**src/rtl/lpm_pkg.sv**
```systemverilog
package lpm_pkg;
  localparam int IP_W     = 32;
  localparam int IDX_W    = 16;
  localparam int STRIDE   = 8;
  localparam int REM_W    = IP_W - IDX_W;
  localparam int FIELD_W  = 16;
  localparam int WORD_W   = FIELD_W + 1;
  localparam int LEAF_BIT = FIELD_W;
  localparam int LVL_W    = 2;
  localparam logic [LVL_W-1:0] LAST_LVL = 2'd2;

  function automatic logic [IDX_W-1:0] child_index(
      input logic [FIELD_W-1:0] base,
      input logic [REM_W-1:0]   rem);
    return base + {{(IDX_W-STRIDE){1'b0}}, rem[REM_W-1 -: STRIDE]};
  endfunction
endpackage

```
**src/rtl/lpm_pipe_fifo.sv**
```systemverilog
module lpm_pipe_fifo #(
  parameter int W     = 8,
  parameter int DEPTH = 4
) (
  input  logic         clk,
  input  logic         rst,
  input  logic         enq,
  input  logic [W-1:0] enq_data,
  input  logic         deq,
  output logic [W-1:0] head,
  output logic         full,
  output logic         nonempty
);
  localparam int PW = (DEPTH > 1) ? $clog2(DEPTH) : 1;
  localparam int CW = $clog2(DEPTH + 1);
  localparam logic [PW-1:0] LAST = PW'(DEPTH - 1);
  localparam logic [CW-1:0] FULLC = CW'(DEPTH);

  logic [W-1:0]  store [DEPTH];
  logic [PW-1:0] wp, rp;
  logic [CW-1:0] cnt;

  always_ff @(posedge clk) begin
    if (enq) store[wp] <= enq_data;
  end

  always_ff @(posedge clk) begin
    if (rst) begin
      wp  <= '0;
      rp  <= '0;
      cnt <= '0;
    end else begin
      if (enq) wp <= (wp == LAST) ? '0 : wp + 1'b1;
      if (deq) rp <= (rp == LAST) ? '0 : rp + 1'b1;
      case ({enq, deq})
        2'b10:   cnt <= cnt + 1'b1;
        2'b01:   cnt <= cnt - 1'b1;
        default: cnt <= cnt;
      endcase
    end
  end

  assign head     = store[rp];
  assign full     = (cnt == FULLC);
  assign nonempty = (cnt != '0);


  no_overflow_chk: assert property (@(posedge clk) disable iff (rst)
    enq |-> (!full || deq));

  no_underflow_chk: assert property (@(posedge clk) disable iff (rst)
    deq |-> nonempty);
endmodule

```
**src/rtl/lpm_step_ctrl.sv**
```systemverilog
module lpm_step_ctrl
  import lpm_pkg::*;
#(
  parameter int TOK_W = 4,
  localparam int ENT_W = TOK_W + REM_W + LVL_W
) (
  input  logic              rsp_valid,
  input  logic [WORD_W-1:0] rsp_data,
  input  logic [ENT_W-1:0]  head,
  input  logic              in_valid,
  input  logic [IP_W-1:0]   in_addr,
  input  logic [TOK_W-1:0]  in_tok,
  input  logic              req_ready,
  input  logic              q_full,
  input  logic              out_free,
  output logic              leaf_eff,
  output logic              enter_go,
  output logic              recirc_go,
  output logic              exit_go,
  output logic              in_ready,
  output logic              req_valid,
  output logic [IDX_W-1:0]  req_addr,
  output logic              rsp_ready,
  output logic              q_enq,
  output logic [ENT_W-1:0]  q_data,
  output logic              q_deq,
  output logic [TOK_W-1:0]  out_tok,
  output logic [FIELD_W-1:0] out_val
);
  logic [TOK_W-1:0]   h_tok;
  logic [REM_W-1:0]   h_rem;
  logic [LVL_W-1:0]   h_lvl;
  logic [FIELD_W-1:0] field;
  logic               node_pend;
  logic               q_room;

  assign {h_tok, h_rem, h_lvl} = head;
  assign field = rsp_data[FIELD_W-1:0];

  always_comb begin
    leaf_eff  = rsp_data[LEAF_BIT] || (h_lvl == LAST_LVL);
    node_pend = rsp_valid && !leaf_eff;
    exit_go   = rsp_valid && leaf_eff && out_free;
    recirc_go = node_pend && req_ready;
    q_room    = !q_full || exit_go;
    in_ready  = !node_pend && req_ready && q_room;
    enter_go  = in_valid && in_ready;
    req_valid = node_pend || (in_valid && q_room);
    req_addr  = node_pend ? child_index(field, h_rem)
                          : in_addr[IP_W-1 -: IDX_W];
    rsp_ready = exit_go || recirc_go;
    q_deq     = exit_go || recirc_go;
    q_enq     = enter_go || recirc_go;
    if (recirc_go)
      q_data = {h_tok, h_rem << STRIDE, LVL_W'(h_lvl + 1'b1)};
    else
      q_data = {in_tok, in_addr[REM_W-1:0], {LVL_W{1'b0}}};
    out_tok = h_tok;
    out_val = field;
  end
endmodule

```
**src/rtl/lpm_result_reg.sv**
```systemverilog
module lpm_result_reg #(
  parameter int TOK_W = 4,
  parameter int VAL_W = 16
) (
  input  logic             clk,
  input  logic             rst,
  input  logic             load,
  input  logic [TOK_W-1:0] ld_tok,
  input  logic [VAL_W-1:0] ld_val,
  input  logic             res_ready,
  output logic             res_valid,
  output logic [TOK_W-1:0] res_tok,
  output logic [VAL_W-1:0] res_val,
  output logic             free
);
  always_ff @(posedge clk) begin
    if (rst) begin
      res_valid <= 1'b0;
      res_tok   <= '0;
      res_val   <= '0;
    end else if (load) begin
      res_valid <= 1'b1;
      res_tok   <= ld_tok;
      res_val   <= ld_val;
    end else if (res_ready) begin
      res_valid <= 1'b0;
    end
  end

  assign free = !res_valid || res_ready;


  res_hold_chk: assert property (@(posedge clk) disable iff (rst)
    (res_valid && !res_ready) |=> (res_valid && $stable(res_tok) && $stable(res_val)));
endmodule

```
**src/rtl/lpm_circ_engine.sv**
```systemverilog
module lpm_circ_engine
  import lpm_pkg::*;
#(
  parameter int TOK_W   = 4,
  parameter int Q_DEPTH = 4
) (
  input  logic               clk,
  input  logic               rst,
  input  logic               in_valid,
  output logic               in_ready,
  input  logic [IP_W-1:0]    in_addr,
  input  logic [TOK_W-1:0]   in_tok,
  output logic               mem_req_valid,
  input  logic               mem_req_ready,
  output logic [IDX_W-1:0]   mem_req_addr,
  input  logic               mem_rsp_valid,
  output logic               mem_rsp_ready,
  input  logic [WORD_W-1:0]  mem_rsp_data,
  output logic               res_valid,
  input  logic               res_ready,
  output logic [TOK_W-1:0]   res_tok,
  output logic [FIELD_W-1:0] res_val
);
  localparam int ENT_W = TOK_W + REM_W + LVL_W;

  logic [ENT_W-1:0]   q_head, q_data;
  logic               q_full, q_nonempty, q_enq, q_deq;
  logic               leaf_eff, enter_go, recirc_go, exit_go, out_free;
  logic [TOK_W-1:0]   out_tok;
  logic [FIELD_W-1:0] out_val;

  lpm_pipe_fifo #(.W(ENT_W), .DEPTH(Q_DEPTH)) u_queue (
    .clk(clk), .rst(rst), .enq(q_enq), .enq_data(q_data), .deq(q_deq),
    .head(q_head), .full(q_full), .nonempty(q_nonempty));

  lpm_step_ctrl #(.TOK_W(TOK_W)) u_ctrl (
    .rsp_valid(mem_rsp_valid), .rsp_data(mem_rsp_data), .head(q_head),
    .in_valid(in_valid), .in_addr(in_addr), .in_tok(in_tok),
    .req_ready(mem_req_ready), .q_full(q_full), .out_free(out_free),
    .leaf_eff(leaf_eff), .enter_go(enter_go), .recirc_go(recirc_go),
    .exit_go(exit_go), .in_ready(in_ready), .req_valid(mem_req_valid),
    .req_addr(mem_req_addr), .rsp_ready(mem_rsp_ready), .q_enq(q_enq),
    .q_data(q_data), .q_deq(q_deq), .out_tok(out_tok), .out_val(out_val));

  lpm_result_reg #(.TOK_W(TOK_W), .VAL_W(FIELD_W)) u_res (
    .clk(clk), .rst(rst), .load(exit_go), .ld_tok(out_tok), .ld_val(out_val),
    .res_ready(res_ready), .res_valid(res_valid), .res_tok(res_tok),
    .res_val(res_val), .free(out_free));


  entry_read_chk: assert property (@(posedge clk) disable iff (rst)
    (in_valid && in_ready) |->
      (mem_req_valid && mem_req_ready && mem_req_addr == in_addr[IP_W-1 -: IDX_W]));

  recirc_prio_chk: assert property (@(posedge clk) disable iff (rst)
    (mem_rsp_valid && !leaf_eff) |-> !in_ready);

  rsp_paired_chk: assert property (@(posedge clk) disable iff (rst)
    (mem_rsp_valid && mem_rsp_ready) |-> q_nonempty);

  concurrent_entry_chk: assert property (@(posedge clk) disable iff (rst)
    (mem_rsp_valid && mem_rsp_ready && leaf_eff && mem_req_ready) |-> in_ready);

  rsp_hold_chk: assert property (@(posedge clk) disable iff (rst)
    (mem_rsp_valid && leaf_eff && res_valid && !res_ready) |-> !mem_rsp_ready);

  one_issue_chk: assert property (@(posedge clk) disable iff (rst)
    $onehot0({enter_go, recirc_go}));
endmodule

```
**config.mk**
```make
export PLATFORM = sky130hd
export DESIGN_NAME = lpm_circ_engine
export DESIGN_NICKNAME = d
export VERILOG_FILES = /design/src/rtl/lpm_pkg.sv /design/src/rtl/lpm_pipe_fifo.sv /design/src/rtl/lpm_step_ctrl.sv /design/src/rtl/lpm_result_reg.sv /design/src/rtl/lpm_circ_engine.sv
export SDC_FILE = /design/constraint.sdc
export NUM_CORES = 1
export LEC_CHECK = 0
export BUFFER_PORTS_ARGS = -buffer_cell sky130_fd_sc_hd__buf_2
export CAP_MARGIN = 5
export CORE_MARGIN = 5
export CORE_UTILIZATION = 59
export DETAILED_ROUTE_END_ITERATION = 6
export GPL_TIMING_DRIVEN = 0
export PLACE_DENSITY = 0.86
export SLEW_MARGIN = 25
export SYNTH_ARGS = -nofsm -noshare
export SYNTH_HDL_FRONTEND = slang
export SYNTH_SLANG_ARGS = --single-unit
export TNS_END_PERCENT = 30
```
**constraint.sdc**
```tcl
create_clock -name clk -period 8.1 [get_ports clk]
set_clock_uncertainty 0.1 [all_clocks]
set_input_delay 2.025 -clock clk [delete_from_list [all_inputs] [get_ports clk]]
set_output_delay 2.025 -clock clk [all_outputs]
set_load 0.01 [all_outputs]
```
After elaboration in Yosys (flattened, before gate mapping) --
Memory sizes are Yosys's and may differ from the RTL's. A register that Yosys moved wholly into a read port is not among the register bits. Index checks and enable logic that the tools add are counted.
Word-level totals: output and inout port bits 40, input port bits 59, RAM bits 88, bits in registers 28, memories 1, word-level logic and storage cells 50
Operators by class: muxes and demuxes 11, reductions and logical operators 20, add/sub/neg operators 6, equal/unequal tests 6
Memory list:
- u_queue.store | words 4, width 22, read ports 1, clocked after memory_dff 1, write ports 1, RTL line lpm_pipe_fifo.sv:19 | logic [W-1:0] store [DEPTH];
Operators by type and width (count):
- 22-bit 2-to-1 mux | 1
- 16-bit by 8-bit adder with 16-bit output | 1
- 16-bit 2-to-1 mux | 1
- 2-bit == test (second input constant) | 4
- 1-bit logical AND | 8
- 2-bit 2-to-1 mux | 4
- 2-bit by 1-bit adder with 2-bit output (second input constant) | 3
- 1-bit logical OR | 6
- 3-bit one-hot mux with 2 select lines | 1
- 1-bit zero test | 4
- 1-bit 2-to-1 mux | 4
- 2-bit nonzero test | 2
- 3-bit by 1-bit adder with 3-bit output (second input constant) | 1
- 3-bit == test (second input constant) | 1
- 3-bit by 1-bit subtractor with 3-bit output (second input constant) | 1
- 2-bit by 1-bit == test with 1-bit output (second input constant) | 1

Logic depth before layout (Yosys ltp) --
depth in word-level cells 11, gate-level depth with buffers 15, mapped depth without buffers 14

Cells and area by module --
From an unflattened synthesis, not the netlist that was laid out.
Unflattened totals: cells, all modules 420, area total of the unflattened synthesis 5506.5 um2
Modules (own cells, without submodules):
- lpm_pipe_fifo | instances 1, seq. area each 2822.7 um2, cells each 162, area each 3627.2 um2
- lpm_step_ctrl | instances 1, seq. area each 0.0 um2, cells each 189, area each 1109.8 um2
- lpm_result_reg | instances 1, seq. area each 420.4 um2, cells each 69, area each 769.5 um2

Worst setup path before layout --
Ideal clock, no wire load.
path kind input -> output, from input port mem_rsp_data[0], to output port mem_req_addr[12], slack 2.311 ns, arrival time 3.664 ns, data required time 5.975 ns, stages on the path 9, buffers on the path 0, path through ha_1 -> inv_1 -> fa_1 -> nor2b_1 -> o2111ai_1 -> a21oi_2 -> o2111ai_1 -> xor2_1 -> o21ai_0
On the way: word-level cells in the longest chain between the ends 2
RTL lines:
- from (decl) | RTL line lpm_circ_engine.sv:18 | input logic [WORD_W-1:0] mem_rsp_data,
- 16-bit by 8-bit adder with 16-bit output | RTL line lpm_pkg.sv:15 | return base + {{(IDX_W-STRIDE){1'b0}}, rem[REM_W-1 -: STRIDE]};
- 16-bit 2-to-1 mux | RTL line lpm_step_ctrl.sv:49 | req_addr = node_pend ? child_index(field, h_rem)
- to (decl) | RTL line lpm_circ_engine.sv:15 | output logic [IDX_W-1:0] mem_req_addr,
No other way between the ends.

Final worst setup path --
from input port mem_rsp_data[0], to output port mem_req_addr[14]
Same word-level chain as after synthesis.

==> flow_summary.json <==
{
  "run_status": "completed",
  "cts_setup_buffers": 0,
  "holdBufCountCts": 0,
  "worst_path_largest_cell_delay_ps": 420,
  "ant_nets": 0,
  "async_reset_ff_share_pct": 0,
  "cp_top_family": "adder cells",
  "crit_buf_inv": 3,
  "cp_data_arrival_time_ps": 4160,
  "setup_viol": 0,
  "cts.sinks": 118,
  "hold_viol": 0,
  "ys_seq_area_share_pct": 62.0,
  "synth_largest_area_cell": "edfxtp_1",
  "netSwitchingPower_mw": 0.416,
  "comb_power_share_pct": 15.1,
  "ys_ff_latch": 118,
  "num_vias": 3703,
  "core-area_mm2": 0.00868,
  "cts_buffer_depth": 2,
  "grt_overflow": 0,
  "avgSynthCellArea_um2": 12.8,
  "ioPinCount": 99,
  "seqPwrFrac_pct": 41.9,
  "synth_cells": 410,
  "grt_pass1_wl_um": 19300,
  "p_leak_nw": 2.57,
  "crit_type": "in -> out",
  "die_w_um": 104,
  "endpoint_kind": "output port",
  "initial_core_util_pct": 60.3,
  "switching_share_pct": 24.9,
  "tns_ps": 0,
  "powerDensity_mw_per_mm2": 259,
  "syn-cell-area_mm2": 0.00523,
  "n_antenna_cell": 0,
  "synth_edf_count": 88,
  "drive_gt1_share_pct": 30.1,
  "hold_path_class": "reg -> reg",
  "path_cells": "buf_2 -> ha_1 -> inv_1 -> fa_1 -> nor2b_1 -> o2111ai_1 -> a21oi_2 -> o2111ai_2 -> xnor2_1 -> mux2_2 -> buf_2",
  "cts.repair.resized": 0,
  "fmax_mhz": 159,
  "synth_cell_types": 40,
  "gr-usage-all-layers_pct": 23.1,
  "route.detailed.drc": 0,
  "cts-root-buf": "clkbuf_8",
  "place_area_mm2": 0.00586,
  "worstPathMaxFanout": 4,
  "cts_buffers": 17,
  "vdd_drop_max_v": 0.000193,
  "maxCapViolations": 0,
  "hpwl_um": 8240,
  "io_buffers": 97,
  "h-tree-depth": 4,
  "synth_area_leaders": "edfxtp_1 (51%), dfxtp_1 (11%), mux4_2 (9.5%)",
  "syn-num-nets": 486,
  "tightest_slew_ps": 661,
  "synth_ff_type": "edfxtp_1",
  "fin_area_mm2": 0.00644,
  "yosysWarningCount": 0,
  "rsz0062_at_grt": "no",
  "grt_max_degree": 23,
  "n_fill_cell": 570,
  "clk_transition_reported_paths_ps": 60,
  "firstDrtPassIters": 4,
  "maxSlewViolCount": 0,
  "hold_depth": 2,
  "cp_data_required_time_ps": 5980,
  "yosysMostFrequentCell": "nand2_1",
  "die_h_um": 104,
  "min_period_ps": 6280,
  "crit_cells": 11,
  "p_clk_share_pct": 43.0,
  "synth.top_cell.area_share_pct": 50.5,
  "insertion_delay_ps": 520,
  "internal_power_mw": 1.25,
  "nets": 602,
  "rows": 34,
  "synth_common_cells": "nand2_1 (100), edfxtp_1 (88), dfxtp_1 (30), a21oi_1 (28), mux4_2 (22)",
  "grt_pass1_vias": 3771,
  "wl_um": 12200,
  "slew-limit-headroom_pct": 56.0,
  "place_congestion": 0.895,
  "rrSetupSlack_ps": 3850,
  "post_drt_wl_per_cell_um": 18.9,
  "avgViaCountPerCell": 5.72,
  "cts_tree": "done",
  "slowest_stage": "fa_1",
  "drt_iter0_markers": 216,
  "cpMostUsedCell": "buf_2",
  "finalCritPeriodShare_pct": 77.6,
  "fp.dieArea_mm2": 0.0108,
  "syn2layout_area_growth_pct": 23.1,
  "antenna_found_initial": 0,
  "r2r_cells": 13,
  "cp-start-kind": "primary input"
}
power groups by stage:
stage | clock network [mW] | logic, mW | registers (mW)
after floorplan | 0 | 0.164 | 0.711
after detailed placement | 0 | 0.247 | 0.711
after CTS | 0.724 | 0.253 | 0.700
final | 0.718 | 0.252 | 0.700
after global placement | 0 | 0.237 | 0.709
after global routing | 0.758 | 0.278 | 0.703
cells in the final DEF, fill, tap and decap left out, types with 5 or more instances in the layout:
cell type | synthesis | final
a21oi_1 | 28 | 28
and2_1 | 12 | 8
buf_2 | 2 | 99
clkbuf_1 | 13 | 16
clkbuf_16 | 0 | 20
clkinv_2 | 0 | 5
dfxtp_1 | 30 | 30
edfxtp_1 | 88 | 88
ha_1 | 15 | 15
inv_1 | 13 | 13
mux4_2 | 22 | 22
nand2_1 | 100 | 100
nor2_1 | 12 | 12
o21ai_0 | 17 | 17
xor2_1 | 11 | 11
per-layer routing:
metal	up-vias	GRT usage [%]	share of wire, %
met1	1789	26.5	37
met3	28	7.57	8.4
met4	0	10.4	3.0
met2	171	39.2	51
li1	1715	-	-
met5	-	0	0
worst paths after layout:
kind	start	endpoint
max	mem_rsp_data[0]	mem_req_addr[14]
min reg2reg	u_res.res_val[2]$_SDFFE_PP0P_	u_res.res_val[2]$_SDFFE_PP0P_
min	u_res.res_val[2]$_SDFFE_PP0P_	u_res.res_val[2]$_SDFFE_PP0P_
max reg2reg	flip-flop	u_queue.cnt[2]$_SDFFE_PP0P_
per-stage QoR:
stage	power, mW	cells	util, %	hold slack, ps	setup slack (ps)
after global placement	0.946	615	67.4	341	1890
after detailed placement	0.959	615	67.5	348	1890
final	1.67	647	74.2	357	1820
after floorplan	0.875	410	-	350	2310
after CTS	1.68	647	74.2	355	1820
after global routing	1.74	647	74.2	378	1710
state kept, by name, indices dropped and copies added, names as in the netlist, named ones only:
signal,flops
u_res.res_val,16
u_res.res_valid,1
u_res.res_tok,4
u_queue.cnt,3
u_queue.store,88
u_queue.rp,2
u_queue.wp,2
worst register-to-register path, stage by stage, from the launching register on:
cell,delay (ps)
dfxtp_1,430
buf_2,380
mux4_2,570
ha_1,260
or3b_1,480
nor2_1,360
nor2_1,170
inv_1,130
ha_1,200
inv_1,70
fa_1,400
xor2_1,170
or3_1,320
a21oi_1,140
cells by family after synthesis:
| kind of cell | synth area share, % |
|---|---|
| AO/OA/AOI/OAI | 7.56 |
| XOR/XNOR | 2.34 |
| adder cells (fa/ha/maj) | 4.35 |
| buffers and inverters | 2.27 |
| flip-flops | 62.0 |
| multiplexers | 9.88 |
| AND/OR/NAND/NOR | 11.6 |
layout make-up:
type / instances / area (µm²) / share of cell area, %
Tap cell: 108 / 135 / 2.10
Multi-Input combinational cell: 262 / 1870 / 29.1
Inverter: 13 / 48.8 / 0.758
Sequential cell: 118 / 3240 / 50.3
Clock inverter: 6 / 31.3 / 0.486
Buffer: 17 / 70.1 / 1.09
Clock buffer: 26 / 553 / 8.59
Timing Repair Buffer: 97 / 485 / 7.54
(Power assumes the default switching activity.)
